--- config.mk ---
export PLATFORM = sky130hd
export DESIGN_NAME = wdk_cs_watchdog
export DESIGN_NICKNAME = d
export VERILOG_FILES = /design/src/rtl/wdk_pkg.sv /design/src/rtl/wdk_edge_sync.sv /design/src/rtl/wdk_timeout_ctr.sv /design/src/rtl/wdk_cause_flag.sv /design/src/rtl/wdk_cs_watchdog.sv
export SDC_FILE = /design/constraint.sdc
export NUM_CORES = 1
export LEC_CHECK = 0
export CAP_MARGIN = 10
export CORE_MARGIN = 3
export CORE_UTILIZATION = 52
export CTS_BUF_LIST = sky130_fd_sc_hd__clkbuf_2
export DETAILED_ROUTE_END_ITERATION = 16
export HOLD_SLACK_MARGIN = 0.03
export PLACE_DENSITY_LB_ADDON = 0.08
export SYNTH_ARGS = -nofsm -noshare
export SYNTH_HDL_FRONTEND = slang
export SYNTH_SLANG_ARGS = --single-unit
--- constraint.sdc ---
create_clock -name clk -period 3.3 [get_ports clk]
set_clock_uncertainty 0.1 [all_clocks]
set_input_delay 0.495 -clock clk [delete_from_list [all_inputs] [get_ports clk]]
set_output_delay 0.495 -clock clk [all_outputs]
set_load 0.05 [all_outputs]
--- src/rtl/wdk_pkg.sv ---
// Package: shared encodings for the chip-select kicked watchdog.
// Assumes the select field arrives as two plain bits from a status register.
package wdk_pkg;

    typedef enum logic [1:0] {
        WD_LONG  = 2'b00,
        WD_MID   = 2'b01,
        WD_SHORT = 2'b10,
        WD_OFF   = 2'b11
    } wd_sel_e;

endpackage

--- src/rtl/wdk_edge_sync.sv ---
// Module: brings the asynchronous CS/WDI line into the clock domain and
// emits a one-cycle pulse on each synchronized high-to-low transition.
// Assumes the idle level of the line is high; reset preloads ones so a line
// already high produces no pulse after reset.
module wdk_edge_sync #(
    parameter int unsigned STAGES = 2
) (
    input  logic clk,
    input  logic rst_n,
    input  logic line_in,
    output logic fall_pulse
);

    localparam int unsigned DEPTH = STAGES + 1;

    logic [DEPTH-1:0] shreg;

    // Synchronizer chain plus one history flop for edge detection.
    always_ff @(posedge clk) begin
        if (!rst_n) begin
            shreg <= '1;
        end else begin
            shreg <= {shreg[DEPTH-2:0], line_in};
        end
    end

    assign fall_pulse = shreg[DEPTH-1] & ~shreg[DEPTH-2];

    AST_FALL_ONE_CYCLE: assert property (@(posedge clk) disable iff (!rst_n)
        fall_pulse |=> !fall_pulse);

endmodule

--- src/rtl/wdk_timeout_ctr.sv ---
// Module: counts millisecond ticks since the last restart and raises a held
// expiry flag once the selected interval is reached.
// Assumes restart_req is already synchronous; the off setting holds it cleared.
module wdk_timeout_ctr
    import wdk_pkg::*;
#(
    parameter int unsigned TMO_LONG  = 1400,
    parameter int unsigned TMO_MID   = 600,
    parameter int unsigned TMO_SHORT = 200
) (
    input  logic       clk,
    input  logic       rst_n,
    input  logic       tick,
    input  logic       restart_req,
    input  logic [1:0] sel,
    output logic       expire
);

    localparam int unsigned TMO_MAX =
        (TMO_LONG > TMO_MID) ? ((TMO_LONG > TMO_SHORT) ? TMO_LONG : TMO_SHORT)
                             : ((TMO_MID > TMO_SHORT) ? TMO_MID : TMO_SHORT);
    localparam int unsigned CW = $clog2(TMO_MAX + 1);

    logic [CW-1:0] cnt;
    logic [CW-1:0] limit;
    logic          off;

    // Decode the selected interval and the off setting.
    always_comb begin
        off = 1'b0;
        unique case (wd_sel_e'(sel))
            WD_LONG:  limit = CW'(TMO_LONG);
            WD_MID:   limit = CW'(TMO_MID);
            WD_SHORT: limit = CW'(TMO_SHORT);
            default: begin
                limit = CW'(TMO_SHORT);
                off   = 1'b1;
            end
        endcase
    end

    // Tick counter with held expiry; restarts and the off setting clear both.
    always_ff @(posedge clk) begin
        if (!rst_n) begin
            cnt    <= '0;
            expire <= 1'b0;
        end else if (restart_req || off) begin
            cnt    <= '0;
            expire <= 1'b0;
        end else if (tick && !expire) begin
            cnt <= cnt + CW'(1);
            if (cnt == limit - CW'(1)) begin
                expire <= 1'b1;
            end
        end
    end

    AST_NO_OVERFLOW: assert property (@(posedge clk) disable iff (!rst_n)
        cnt <= CW'(TMO_MAX));
    AST_EXPIRE_AT_LIMIT: assert property (@(posedge clk) disable iff (!rst_n)
        $rose(expire) |-> ($past(cnt) == $past(limit) - CW'(1)));
    AST_OFF_QUIET: assert property (@(posedge clk) disable iff (!rst_n)
        off |=> (!expire && cnt == '0));
    AST_EXPIRE_HELD: assert property (@(posedge clk) disable iff (!rst_n)
        (expire && !restart_req && !off) |=> expire);
    AST_IDLE_NO_STEP: assert property (@(posedge clk) disable iff (!rst_n)
        (!tick && !restart_req && !off) |=> $stable(cnt));

endmodule

--- src/rtl/wdk_cause_flag.sv ---
// Module: volatile flag naming the watchdog as the last reset cause.
// Assumes lowv_event is a synchronous pulse; a low-supply event wins a tie.
module wdk_cause_flag (
    input  logic clk,
    input  logic rst_n,
    input  logic wd_fire,
    input  logic lowv_event,
    output logic cause
);

    // Set on watchdog expiry, cleared by a low-supply event.
    always_ff @(posedge clk) begin
        if (!rst_n) begin
            cause <= 1'b0;
        end else if (lowv_event) begin
            cause <= 1'b0;
        end else if (wd_fire) begin
            cause <= 1'b1;
        end
    end

    AST_LOWV_CLEARS: assert property (@(posedge clk) disable iff (!rst_n)
        lowv_event |=> !cause);
    AST_FIRE_SETS: assert property (@(posedge clk) disable iff (!rst_n)
        (wd_fire && !lowv_event) |=> cause);

endmodule

--- src/rtl/wdk_cs_watchdog.sv ---
// Module: top of the chip-select kicked watchdog. Combines the line
// synchronizer, the select-change detector, the tick counter and the cause flag.
// Assumes ms_tick is a single-cycle enable and sys_rst_act comes from the
// reset generator that consumes wd_expire.
module wdk_cs_watchdog #(
    parameter int unsigned TMO_LONG  = 1400,
    parameter int unsigned TMO_MID   = 600,
    parameter int unsigned TMO_SHORT = 200,
    parameter int unsigned SYNC_STAGES = 2
) (
    input  logic       clk,
    input  logic       rst_n,
    input  logic       cs_wdi,
    input  logic [1:0] wd_sel,
    input  logic       ms_tick,
    input  logic       sys_rst_act,
    input  logic       lowv_event,
    output logic       wd_expire,
    output logic       wd_cause
);

    logic       kick;
    logic [1:0] sel_q;
    logic       sel_chg;
    logic       restart;

    wdk_edge_sync #(.STAGES(SYNC_STAGES)) u_sync (
        .clk        (clk),
        .rst_n      (rst_n),
        .line_in    (cs_wdi),
        .fall_pulse (kick)
    );

    // Remember the select field; reset loads the live value so no restart follows.
    always_ff @(posedge clk) begin
        if (!rst_n) begin
            sel_q <= wd_sel;
        end else begin
            sel_q <= wd_sel;
        end
    end

    assign sel_chg = (wd_sel != sel_q);
    assign restart = kick | sel_chg | sys_rst_act;

    wdk_timeout_ctr #(
        .TMO_LONG  (TMO_LONG),
        .TMO_MID   (TMO_MID),
        .TMO_SHORT (TMO_SHORT)
    ) u_ctr (
        .clk         (clk),
        .rst_n       (rst_n),
        .tick        (ms_tick),
        .restart_req (restart),
        .sel         (wd_sel),
        .expire      (wd_expire)
    );

    wdk_cause_flag u_flag (
        .clk        (clk),
        .rst_n      (rst_n),
        .wd_fire    (wd_expire),
        .lowv_event (lowv_event),
        .cause      (wd_cause)
    );

    AST_SYSRST_CLEARS: assert property (@(posedge clk) disable iff (!rst_n)
        sys_rst_act |=> !wd_expire);
    AST_KICK_CLEARS: assert property (@(posedge clk) disable iff (!rst_n)
        kick |=> !wd_expire);
    AST_SELCHG_CLEARS: assert property (@(posedge clk) disable iff (!rst_n)
        sel_chg |=> !wd_expire);

endmodule

Word level (Yosys, flattened, before mapping)
Cells that the tools add are included.
W data, S select, Z words.
{"block": "totals", "register_bits": 18, "input_bits": 8, "output_inout_bits": 2, "word_cells": 26}
{"block": "op_classes", "n_addsub": 2, "eq_ne": 4, "n_mux": 2, "bitwise": 5, "n_reduce_logical": 8}
{"cell": "$pmux W11 S2", "count": 1}
{"cell": "$add A11 B1 Y11 const B", "count": 1}
{"cell": "$eq A11 B11 Y1", "count": 1}
{"cell": "$sub A11 B1 Y11 const B", "count": 1}
{"cell": "$reduce_or A2 Y1", "count": 2}
{"cell": "$reduce_or A3 Y1", "count": 1}
{"cell": "$eq A2 B1 Y1 const B", "count": 1}
{"cell": "$eq A2 B2 Y1 const B", "count": 1}
{"cell": "$logic_not A2 Y1", "count": 1}
{"cell": "$ne A2 B2 Y1", "count": 1}
{"cell": "$not A1 Y1", "count": 2}
{"cell": "$or A1 B1 Y1", "count": 2}
{"cell": "$reduce_and A2 Y1", "count": 1}
{"cell": "$and A1 B1 Y1", "count": 1}
{"cell": "$logic_and A1 B1 Y1", "count": 1}
{"cell": "$logic_not A1 Y1", "count": 1}
{"cell": "$logic_or A1 B1 Y1", "count": 1}
{"cell": "$mux W1", "count": 1}

Logic depth before layout (Yosys ltp)
{"block": "depth", "ltp_word": 6, "mapped_depth": 6, "ltp_nobuf": 5}

Modules after synthesis
Synthesis repeated with hierarchy kept, for this count alone.
{"block": "hier_totals", "hier_cells": 81, "hier_area_um2": 769.5}
{"module": "wdk_timeout_ctr", "n_inst": 1, "cells_each": 66, "area_each_um2": 583.1, "seq_area_each_um2": 240.2}
{"module": "wdk_edge_sync", "n_inst": 1, "cells_each": 7, "area_each_um2": 85.1, "seq_area_each_um2": 60.1}
{"module": "wdk_cs_watchdog", "n_inst": 1, "cells_each": 5, "area_each_um2": 65.1, "seq_area_each_um2": 40.0}
{"module": "wdk_cause_flag", "n_inst": 1, "cells_each": 3, "area_each_um2": 36.3, "seq_area_each_um2": 20.0}

Least setup slack after synthesis
OpenSTA, ideal clock, no wires.
{"block": "synth_path", "kind": "reg2reg", "from": "reg u_ctr.expire", "to": "reg u_ctr.expire", "setup_ns": 0.121, "arrival_time_ns": 1.326, "required_ns": 3.079, "slack_ns": 1.753, "path_stages_with_launch": 6, "n_path_buf": 1, "period_less_slack_ns": 1.547, "path_cell_list": "dfxtp_1 and3b_1 buf_6 and4b_1 o221ai_1 a21oi_1"}
{"block": "synth_via", "elab_chain_cells": 3}
{"element": "from (decl)", "line_no": "wdk_timeout_ctr.sv:16", "source": "output logic expire"}
{"element": "from (signal assigned)", "line_no": "wdk_timeout_ctr.sv:46", "source": "expire <= 1'b0;"}
{"element": "from (signal assigned)", "line_no": "wdk_timeout_ctr.sv:49", "source": "expire <= 1'b0;"}
{"element": "from (signal assigned)", "line_no": "wdk_timeout_ctr.sv:53", "source": "expire <= 1'b1;"}
{"element": "$logic_not A1 Y1", "line_no": "wdk_timeout_ctr.sv:50", "source": "end else if (tick && !expire) begin"}
{"element": "$logic_and A1 B1 Y1", "line_no": "wdk_timeout_ctr.sv:50"}
{"element": "$reduce_and A2 Y1 (no line)"}
Every way passes these cells.
A chain may end at the register's enable or synchronous reset.

Worst setup path in the final report
{"block": "layout_path", "from": "reg u_ctr.expire", "to": "out wd_expire"}
{"element": "to (decl)", "line_no": "wdk_cs_watchdog.sv:18", "source": "output logic wd_expire,"}
No word-level cell between the ends.

==> summary.txt <==
Synth
  – Mapped Avg Cell Area: ~9.8 um^2
  – Proportion of synthesized area in mux cells: 1.24%
  – Synth Cell Area: 810 um^2
  – Post-Synth Simple-Gate Area: 33.7%
  – Sequential fraction of the synthesis area: 44.5%
  – Unique cell type count in the Yosys netlist: 31
  – Post-synth top area share: 44.5%
  – Register bit total from synthesis: 18
  – Main combinational cell family by area after synthesis: simple AND/OR/NAND/NOR gates
  – Largest area contributor in the netlist: dfxtp_1
  – Post-synth net total: 92
  – Synth Area in Compound Gates: 4.33%
  – Mapped Cells: 83
  – Adder-cell share of the synthesized area: 1.55%
  – Synth area leaders: dfxtp_1, xor2_1, nor2_1, xnor2_1, nand2b_1
  – Ys Warns: 0
  – Post-synthesis xor/xnor area fraction: 11.9%

STA
  – Final max-slew violation count: 0
  – Slew @ Worst Pin: 0.498 ns
  – Final setup violation count: 0
  – Fmax: 0.466 GHz
  – Tmin final: 2.15 ns
  – Setup tns final: 0 ns
  – Slew HR: 66.8%
  – Fin crit share: 65.0%
  – RSZ-0062 raised after global routing: no
  – Final number of hold-violating endpoints: 0

Floorplanning
  – Die W: 45.5 um
  – Core area: 1380 um^2
  – Die area: 2070 um^2
  – Top-level I/O count: 10
  – Initial Utilization: 58.6%
  – DIE HEIGHT: 45.5 um
  – Cell row count: 13

Route
  – Antenna-violating nets left: 0
  – WL/cell: between 10 and 15 um
  – Drt via density: about 5.5
  – WL final: ~1300 um
  – Vias: 590
  – Total iterations of the first detailed-routing run: 4
  – Initial DRC count: 5
  – DR DRC count: 0

CTS
  – CTS clock-pin slew for the worst setup and hold paths: ~0.15 ns
  – CTS tree: done
  – Hold-fix buffers at CTS: 0
  – CTS Sinks: 18
  – Clock buffer depth: 2
  – Post_cts resized: 0
  – Root Driver: clkbuf_2
  – H-tree depth: 1
  – Clock Latency Late Sink: 0.30 ns
  – TritonCTS Buffers: 3
  – Post-CTS setup buffers: 0

Global routing
  – Grt ovf: 0
  – First-pass GRT wire length: 2220 um
  – Initial antenna violation count: 0
  – GRT Total Usage: 15.0%
  – Largest net degree at the start of global routing: 13
  – Number of global-route vias before repair: 512

Critical path
  – WP buf/inv: 1
  – WP data required: 2.70 ns
  – CP Class: reg -> out
  – Crit path arrival time: 1.55 ns
  – FF-to-FF End: u_ctr.expire$_SDFFE_PP0P_
  – R2r worst-path depth: 5
  – Crit path capture: wd_expire
  – Reg2reg setup slack: 1.79 ns
  – Critical path cell sequence: clkdlybuf4s50_1
  – Startpoint types: register
  – WP depth: 1
  – Crit-path max FO: 6
  – Worst path max stage delay: 0.83 ns
  – Source of the critical timing path: u_ctr.expire$_SDFFE_PP0P_
  – Critical-path top delay cell: clkdlybuf4s50_1
  – Cell family with most CP delay: buffers and inverters
  – Worst setup EP type: output pin
  – RR Startpoint: u_ctr.cnt[0]$_SDFFE_PP0P_

Place
  – DP Cell Count: 105
  – Dpl hpwl: ~960 um
  – GPL Wtd Cong: 0.794
  – # port buffers: 9

Run status
  – Status: completed

Cells and area
  – Number of antenna diodes: 0
  – Filler cell count: roughly 110
  – Share of cells above drive strength 1: under 10%
  – Finished Layout Cells: 108
  – Area growth from synthesis to layout: 13.0%
  – Fin nets: 104
  – Most common cell after layout, fill and taps aside: dfxtp_1
  – Commonest cells after routing, fill and taps aside: dfxtp_1, nor2_1, clkdlybuf4s50_1

Flow run
  – MaxCap Viol Count: 0

Min path
  – Worst hold path type: reg -> reg

Power
  – Leakage: 0.301 nW
  – Pwr dens: 360 nW/um^2
  – Max VDD drop: around 0.30 mV
routing by layer:
metal,up-vias,track usage (%),routed length (um)
met5,-,0,0
met4,0,5.26,8
met3,2,5.93,75
met2,9,23.4,591
li1,313,-,-
met1,266,18.5,635
state kept, by name, summed over array words and instances, names as in the netlist:
signal and flops:
u_ctr.cnt 11, u_sync.shreg 3, sel_q 2, u_ctr.expire 1, u_flag.cause 1
cell usage after synthesis:
master,n
nand2b_1,4
dfxtp_1,18
and4bb_2,1
nand4_1,2
a21oi_1,2
and3b_1,1
xnor2_1,5
nand4bb_1,1
inv_1,1
nand3_1,4
nand4b_1,2
mux2i_1,1
buf_4,1
nor3b_1,2
nand3b_1,2
a211oi_1,1
and3_1,2
and4b_1,1
and4_1,1
nor2b_1,1
o221ai_1,1
and2b_2,1
buf_6,1
nor2_1,13
nor3_1,3
nor4b_1,1
nand2_1,1
ha_1,1
nor3b_2,1
o21ai_2,1
xor2_1,6
report_power, final:
| group | internal, mW | switching, mW |
|---|---|---|
| logic | 0.0122 | 0.00796 |
| registers | 0.220 | 0.00117 |
| clock network | 0.0248 | 0.0624 |
| total | 0.257 | 0.0715 |
how the worst min path moves through the flow:
stage / from / to / slack [ns] / cells after the start
after floorplan: u_sync.shreg[0]$_SDFF_PN1_ / u_sync.shreg[1]$_SDFF_PN1_ / 0.29 / 1
final: u_sync.shreg[0]$_SDFF_PN1_ / u_sync.shreg[1]$_SDFF_PN1_ / 0.33 / 1
after detailed placement: u_sync.shreg[0]$_SDFF_PN1_ / u_sync.shreg[1]$_SDFF_PN1_ / 0.30 / 1
after CTS: u_sync.shreg[0]$_SDFF_PN1_ / u_sync.shreg[1]$_SDFF_PN1_ / 0.33 / 1
after global placement: u_sync.shreg[0]$_SDFF_PN1_ / u_sync.shreg[1]$_SDFF_PN1_ / 0.29 / 1
after global routing: u_sync.shreg[0]$_SDFF_PN1_ / u_sync.shreg[1]$_SDFF_PN1_ / 0.35 / 1
cell families after synthesis:
logic type,after synthesis
AO/OA/AOI/OAI,5
XOR/XNOR,11
adder cells (fa/ha/maj),1
buffers and inverters,3
flip-flops,18
multiplexers,1
AND/OR/NAND/NOR,44
metrics by stage:
stage / hold WS (ns) / total power [mW] / area [um^2] / util (%) / worst slack, ns
CTS: 0.332 / 0.334 / 915 / 66.2 / 1.12
global placement: 0.291 / 0.246 / 900 / 65.1 / 1.18
detailed placement: 0.296 / 0.246 / 900 / 65.1 / 1.14
global route: 0.351 / 0.343 / 915 / 66.2 / 1.07
finish: 0.330 / 0.329 / 915 / 66.2 / 1.15
floorplan: 0.286 / 0.234 / 810 / - / 1.75
cell type report:
class,count,area (um^2),area share [%]
Clock buffer,3,15.0,1.64
Inverter,1,3.75,0.410
Multi-Input combinational cell,62,427,46.6
Timing Repair Buffer,9,90.1,9.85
Tap cell,15,18.8,2.05
Sequential cell,18,360,39.4
No activity file was read; power rests on OpenSTA's default activity.
